`src/rtl/bhr_pkg.sv`:
```
package bhr_pkg;
  localparam int ADDR_W = 32;
  localparam int WORD_W = 2 * ADDR_W;

  // Destination occupies the upper half, source the lower half.
  typedef struct packed {
    logic [ADDR_W-1:0] dst;
    logic [ADDR_W-1:0] src;
  } slot_t;
endpackage

```
`src/rtl/bhr_ptr.sv`:
```
module bhr_ptr #(
  parameter int DEPTH = 8,
  localparam int PTR_W = $clog2(DEPTH)
) (
  input  logic             clk,
  input  logic             rst_n,
  input  logic             rec_i,
  output logic [PTR_W-1:0] ptr_o,
  output logic [PTR_W-1:0] wr_idx_o
);
  localparam logic [PTR_W-1:0] LAST = PTR_W'(DEPTH - 1);

  logic [PTR_W-1:0] ptr_q;
  logic [PTR_W-1:0] ptr_d;

  always_comb begin
    ptr_d = ptr_q;
    if (rec_i) begin
      if (ptr_q == LAST) ptr_d = '0;
      else               ptr_d = ptr_q + 1'b1;
    end
  end

  always_ff @(posedge clk or negedge rst_n) begin
    if (!rst_n)     ptr_q <= '0;
    else if (rec_i) ptr_q <= ptr_d;
  end

  assign ptr_o    = ptr_q;
  assign wr_idx_o = ptr_d;

  // without a recorded event the pointer holds
  a_r4_ptr_hold: assert property (@(posedge clk) disable iff (!rst_n)
    !rec_i |=> $stable(ptr_q));
  // the last slot is followed by slot 0
  a_r3_ptr_wrap: assert property (@(posedge clk) disable iff (!rst_n)
    (rec_i && ptr_q == LAST) |=> (ptr_q == '0));
  // otherwise the pointer steps by one
  a_r3_ptr_step: assert property (@(posedge clk) disable iff (!rst_n)
    (rec_i && ptr_q != LAST) |=> (ptr_q == $past(ptr_q) + 1'b1));
endmodule

```
`src/rtl/bhr_store.sv`:
```
module bhr_store
  import bhr_pkg::*;
#(
  parameter int DEPTH = 8,
  localparam int PTR_W = $clog2(DEPTH)
) (
  input  logic             clk,
  input  logic             rst_n,
  input  logic             wr_en_i,
  input  logic [PTR_W-1:0] wr_idx_i,
  input  slot_t            wr_data_i,
  input  logic [PTR_W-1:0] rd_idx_i,
  output slot_t            rd_data_o
);
  slot_t entry_q [DEPTH];
  slot_t rd_q;
  slot_t rd_d;

  for (genvar g = 0; g < DEPTH; g++) begin : g_slot
    logic  we;
    slot_t entry_d;

    always_comb begin
      we      = wr_en_i && (wr_idx_i == PTR_W'(g));
      entry_d = we ? wr_data_i : entry_q[g];
    end

    always_ff @(posedge clk or negedge rst_n) begin
      if (!rst_n)  entry_q[g] <= '0;
      else if (we) entry_q[g] <= entry_d;
    end

    // a slot changes only when it is the write target
    a_r4_slot_hold: assert property (@(posedge clk) disable iff (!rst_n)
      !(wr_en_i && wr_idx_i == PTR_W'(g)) |=> $stable(entry_q[g]));
  end

  always_comb rd_d = entry_q[rd_idx_i];

  always_ff @(posedge clk or negedge rst_n) begin
    if (!rst_n) rd_q <= '0;
    else        rd_q <= rd_d;
  end

  assign rd_data_o = rd_q;

  // the written slot holds the new word after the edge
  a_r3_slot_written: assert property (@(posedge clk) disable iff (!rst_n)
    wr_en_i |=> (entry_q[$past(wr_idx_i)] == $past(wr_data_i)));
  // a colliding read returns the word that was replaced
  a_r6_read_old: assert property (@(posedge clk) disable iff (!rst_n)
    (wr_en_i && wr_idx_i == rd_idx_i) |=> (rd_q == $past(entry_q[rd_idx_i])));
endmodule

```
`src/rtl/bhr_top.sv`:
```
module bhr_top
  import bhr_pkg::*;
#(
  parameter int DEPTH = 8,
  parameter int TOS_W = 64,
  localparam int PTR_W = $clog2(DEPTH)
) (
  input  logic              clk,
  input  logic              rst_n,
  input  logic              rec_en_i,
  input  logic              evt_vld_i,
  input  logic [ADDR_W-1:0] evt_from_i,
  input  logic [ADDR_W-1:0] evt_to_i,
  input  logic [PTR_W-1:0]  rd_idx_i,
  output logic [WORD_W-1:0] rd_data_o,
  output logic [TOS_W-1:0]  tos_o
);
  logic [1:0]       rst_sync_q;
  logic             rst_core_n;
  logic             rec;
  logic [PTR_W-1:0] ptr;
  logic [PTR_W-1:0] wr_idx;
  slot_t            wr_word;
  slot_t            rd_word;

  always_ff @(posedge clk or negedge rst_n) begin
    if (!rst_n) rst_sync_q <= 2'b00;
    else        rst_sync_q <= {rst_sync_q[0], 1'b1};
  end
  assign rst_core_n = rst_sync_q[1];

  always_comb begin
    rec         = evt_vld_i && rec_en_i;
    wr_word.src = evt_from_i;
    wr_word.dst = evt_to_i;
  end

  bhr_ptr #(.DEPTH(DEPTH)) u_ptr (
    .clk      (clk),
    .rst_n    (rst_core_n),
    .rec_i    (rec),
    .ptr_o    (ptr),
    .wr_idx_o (wr_idx)
  );

  bhr_store #(.DEPTH(DEPTH)) u_store (
    .clk       (clk),
    .rst_n     (rst_core_n),
    .wr_en_i   (rec),
    .wr_idx_i  (wr_idx),
    .wr_data_i (wr_word),
    .rd_idx_i  (rd_idx_i),
    .rd_data_o (rd_word)
  );

  assign rd_data_o = rd_word;
  assign tos_o     = TOS_W'(ptr);

  // the pointer readout never carries upper bits, checked on the port
  a_r8_tos_upper: assert property (@(posedge clk) disable iff (!rst_core_n)
    (tos_o >> PTR_W) == '0);
endmodule

```
`config.mk`:
```
export PLATFORM = sky130hd
export DESIGN_NAME = bhr_top
export DESIGN_NICKNAME = d
export VERILOG_FILES = /design/src/rtl/bhr_pkg.sv /design/src/rtl/bhr_ptr.sv /design/src/rtl/bhr_store.sv /design/src/rtl/bhr_top.sv
export SDC_FILE = /design/constraint.sdc
export NUM_CORES = 1
export LEC_CHECK = 0
export BUFFER_PORTS_ARGS = -buffer_cell sky130_fd_sc_hd__buf_2
export CORE_ASPECT_RATIO = 0.75
export CORE_MARGIN = 1
export CORE_UTILIZATION = 40
export DETAILED_ROUTE_END_ITERATION = 12
export SYNTH_ARGS = -nofsm -noshare
export SYNTH_HDL_FRONTEND = slang
export SYNTH_SLANG_ARGS = --single-unit
```
`constraint.sdc`:
```
create_clock -name clk -period 22.7 [get_ports clk]
set_input_delay 0 -clock clk [delete_from_list [all_inputs] [get_ports clk]]
set_output_delay 0 -clock clk [all_outputs]
set_load 0.01 [all_outputs]
```
* Word-level counts from Yosys, hierarchy flattened *
Index checks and enable logic that the tools add are counted.

storage, ports and cells
  bits in registers = 581
  output and inout port bits = 128
  logic and storage cells = 46

cells by class
  $add $sub $neg = 1
  magnitude comparators = 1
  equal/unequal tests = 8
  mux-type cells = 5
  bitwise logic cells = 1
  reduce and logical (&&, ||, !) cells = 10

operators by type and width
  cell                 number
  $bmux 64 s3          1
  $mux 64              2
  $eq 3x3->1 const B   5
  $logic_and 1x1->1    9
  $eq 3x2->1 const B   2
  $mux 3               2
  $ge 4x4->1 const B   1
  $not 3->4            1
  $add 3x1->3 const B  1
  $eq 3x1->1 const B   1
  $logic_not 3->1      1

* Logic depth before layout (Yosys ltp) *
  word-level depth = 5
  gate-level depth with buffers = 8
  mapped depth without buffers = 5

* By module *
From an unflattened synthesis, not the netlist that was laid out.

second synthesis, totals
  cells, all modules = 1,457
  area total of the unflattened synthesis = 25,104.1 sq um

by module, submodules not included
  module     times used  cells an instance  area an instance (sq um)
  bhr_store  1           1,378              24,384.6
  bhr_top    1           66                 521.8
  bhr_ptr    1           13                 197.7

* Worst setup path before layout *
Ideal clock, no wire load.

  path kind = register to register
  start point = register u_ptr.ptr_q[0], in the netlist u_ptr.ptr_o[0]
  end point = register u_store.entry_q[384] (netlist name)
  arrival time = 2,190 ps
  data required time = 22,575 ps
  setup slack = 20,385 ps
  cell stages (with the launch flop) = 9
  buffers on the path = 3
  clock period less this slack = 2,315 ps
  cell sequence = dfrtp_1 -> ha_1 -> ha_1 -> or2_1 -> buf_6 -> or4_4 -> buf_6 -> buf_12 -> mux2_4

between the ends
  word-level cells in the longest chain between the ends = 5
  elaborated cells between the ends (all ways) = 6
  classes of those cells = 1 x add/sub; 2 x eq/ne; 2 x mux; 1 x reduce/logical

ends and longest elaborated chain
  item                                              RTL line                      source
  start: declaration                                bhr_ptr.sv:13                 logic [PTR_W-1:0] ptr_q;
  start signal: assignment                          bhr_ptr.sv:26                 else if (rec_i) ptr_q <= ptr_d;
  $add 3x1->3 / $eq 3x3->1 (equally long branches)  bhr_ptr.sv:20, bhr_ptr.sv:19
  $mux 3                                            bhr_ptr.sv:19                 if (ptr_q == LAST) ptr_d = '0;
  $mux 3 (*)                                        bhr_ptr.sv:18                 if (rec_i) begin
  $eq 3x1->1 (*)                                    bhr_store.sv:24               we = wr_en_i && (wr_idx_i == PTR_W'(g));
  $logic_and 1x1->1 (*)                             bhr_store.sv:24
  end signal: indexed assignment                    bhr_store.sv:30               else if (we) entry_q[g] <= entry_d;
  end: declaration                                  bhr_store.sv:15               slot_t entry_q [DEPTH];

Every way passes the cells marked *; elsewhere a longest branch is shown, timed or not.
A chain may end at the register's enable or synchronous reset.

* Worst setup path in the final report *
  start point = register u_ptr.ptr_q[0], in the netlist u_ptr.ptr_o[0]
  end point = register u_store.entry_q[300] (netlist name)

between the ends
  word-level cells in the longest chain between the ends = 5
  elaborated cells between the ends (all ways) = 6
  classes of those cells = 1 x add/sub; 2 x eq/ne; 2 x mux; 1 x reduce/logical

ends and longest elaborated chain
  item                                              RTL line
  $add 3x1->3 / $eq 3x3->1 (equally long branches)  bhr_ptr.sv:20, bhr_ptr.sv:19
  $mux 3                                            bhr_ptr.sv:19
  $mux 3 (*)                                        bhr_ptr.sv:18
  $eq 3x2->1 (*)                                    bhr_store.sv:24
  $logic_and 1x1->1 (*)                             bhr_store.sv:24

Marked as above.

==> impl_metrics.ini <==
[floorplan]
rows = 79
die_x_um = 292
fp.dieH_um = 220
core-area_um2 = 62300
die_area_um2 = 64300
start_util_pct = 40.6
io_pins = 199

[drt]
via_count = 13009
dr.pass1.iters = 4
drt-vias-per-instance = 5.18
drt_iter0_markers = 742
wl_per_cell_um = 21.6
drc = 0
drt-total-wl_um = 54200
antenna_left = 0

[timing]
finalSetupTns_ns = 0
fmax_mhz = 304
worstMarginPinSlew_ns = 1.12
hold_viol = 0
setup_ws_ns = 19.41
hold_ws_ns = 0.191
rsz0062_at_grt = false
slew_headroom_pct = 25.2
setup_viol = 0
maxSlewViolCount = 0
finalClockSkew_ns = 0.0128
finalCritPeriodShare_pct = 14.5
min_period_ns = 3.29

[yosys]
yosysWarnings = 0
syn_avg_cell_area_um2 = 17.4
synth_area_um2 = 25300
netlist.area_leader.share_pct = 57.5
synth_edf_count = 0
synth.top_cells.by_area = dfrtp_1 57%, mux2_2 23%, mux4_2 11%
synth_cell_types = 26
synth_top_area_cell = dfrtp_1
ys_seq_area_share_pct = 57.5
synth_cells = 1456
ys_seq_elements = 581
async_reset_ff_share_pct = 100
ys.flop_type = dfrtp_1

[layout]
final_cell_area_um2 = 29100
final_common_cell = dfrtp_1
areaGrowthSynthToFinish_pct = 15.2
seq_area_um2 = 14500
drive_above_1_share_pct = 56.1
final_nets = 1727
multi_input_area_um2 = 10000
final_cell_mix = 580 x dfrtp_1, 506 x mux2_2, 134 x buf_2
n_fill_cell = 5344

[grt]
grt_pass1_wl_um = 86400
overflow = 0
grt_antenna_before_repair = 4
grt_max_degree = 195
first_global_vias = 14122
grtUsageTotal_pct = 17.4

[worst_setup_path]
crit_fanout = 50
critPathMaxStageDelay_ns = 0.87
slowest_stage = buf_4
cpMostUsedCell = ha_1
path_cells = ha_1 > ha_1 > nand4b_1 > nor2_4 > buf_4 > mux2_2
critical_path_required_ns = 23.18
worst_setup_path_start_kind = register
crit_type = register to register
cp-end-kind = register
arrival_ns = 3.77

[clock_tree]
cts_tree = built
clock_tree.buffer_depth = 3
cts_made_buffers = 58
worstSkewPairLatency_ns = 0.61
cts_sinks = 581
clockRootBuffer = clkbuf_16
cts.repair.resized = 0
h-tree-depth = 2
cts_hold_buffers = 69
cts_setup_buffers = 0
clk_pin_slew_ns = 0.06

[placed_design]
io_buffers = 137
dp_slack_ns = 19.35
place_area_um2 = 26400
gp_congestion = 0.710
place.detailed.hpwl_um = 28900

[flow_run]
maxCapViolations = 0

[run_status]
status = completed

[power_and_ir_drop]
max-vdd-ir-drop_mv = 0.0587
powerDensity_nw_per_um2 = 130
p_leak_nw = 13.0
power_mw = 3.80

[worst_hold_path]
hold_path.class = input port to register
-- metrics by stage --
| step | cells | utilization [%] |
|---|---|---|
| after floorplan | 1516 | - |
| after global placement | 2335 | 42.5 |
| after detailed placement | 2335 | 42.5 |
| after CTS | 2512 | 46.8 |
| after global routing | 2512 | 46.8 |
| final | 2513 | 46.8 |
-- path summary, 6_finish.rpt --
kind | startpoint | to | slack (ns) | cells past startpoint
worst min-delay path | rd_idx_i[2] | u_store.rd_data_o[7] | 0.19 | 3
worst max register to register | u_ptr.ptr_o[0] | u_store.entry_q[300] | 19.41 | 6
worst max-delay path | u_ptr.ptr_o[0] | u_store.entry_q[300] | 19.41 | 6
worst min register to register | rst_sync_q[0] | rst_sync_q[1] | 0.35 | 0
min in group asynchronous | rst_n | rst_sync_q[1] | 0.24 | 3
max in group asynchronous | rst_sync_q[1] | u_ptr.ptr_o[0] | 19.77 | 2
-- cells by family (layout without fill, tap and decap cells) --
family	Yosys count	in the layout	share of synthesized area, %
other	2	63	0.0297
buffers and inverters	148	334	3.98
and+or+nand+nor	17	17	0.455
adders and majority gates	2	2	0.0989
muxes	705	705	38.0
AOI/OAI and AO/OA	1	1	0.0198
DFF	581	581	57.5
-- power breakdown --
group / switching [mW] / internal [mW] / leakage [nW]
Clock: 0.405 / 0.592 / 0.987
Sequential: 0.238 / 1.53 / 7.19
Combinational: 0.355 / 0.680 / 4.85
-- cell type report --
| cell class | instances | area share, % |
|---|---|---|
| clock inverters | 19 | 0.773 |
| well taps | 810 | 3.48 |
| clock buffers | 89 | 6.08 |
| repair buffers | 226 | 5.38 |
| multi-input cells | 787 | 34.4 |
| diodes | 1 | 0.00859 |
| flip-flops and latches | 581 | 49.9 |
-- metal layers --
metal	GRT usage (%)	wire length, um	up-vias
met5	0	33	-
met4	4.08	934	6
met3	2.89	2000	80
met2	27.7	25700	180
met1	25.0	25500	7060
li1	-	-	5683
-- synthesized netlist by cell type (2+ instances only) --
master,number
mux2_1,11
mux4_2,128
buf_1,2
buf_2,50
ha_1,2
clkbuf_1,20
buf_4,61
buf_12,6
mux2_2,506
buf_6,8
mux2_4,60
nand2_1,4
dfrtp_1,581
conb_1,2
nor2_2,4
-- worst max-delay path: cells and delay by family (launching register included) --
family / cells / cell delay [ns]
flip-flops: 1 / 0.42
multiplexers: 1 / 0.42
buffers and inverters: 1 / 0.87
AND/OR/NAND/NOR: 2 / 0.82
adder cells (fa/ha/maj): 2 / 0.56
-- sequential cells by signal (all words and copies together) (netlist names) --
register / cells
rst_sync_q: 2
u_store.rd_data_o: 64
u_ptr.ptr_o: 3
u_store.entry_q: 512
Power figures use the tool's default switching activity.
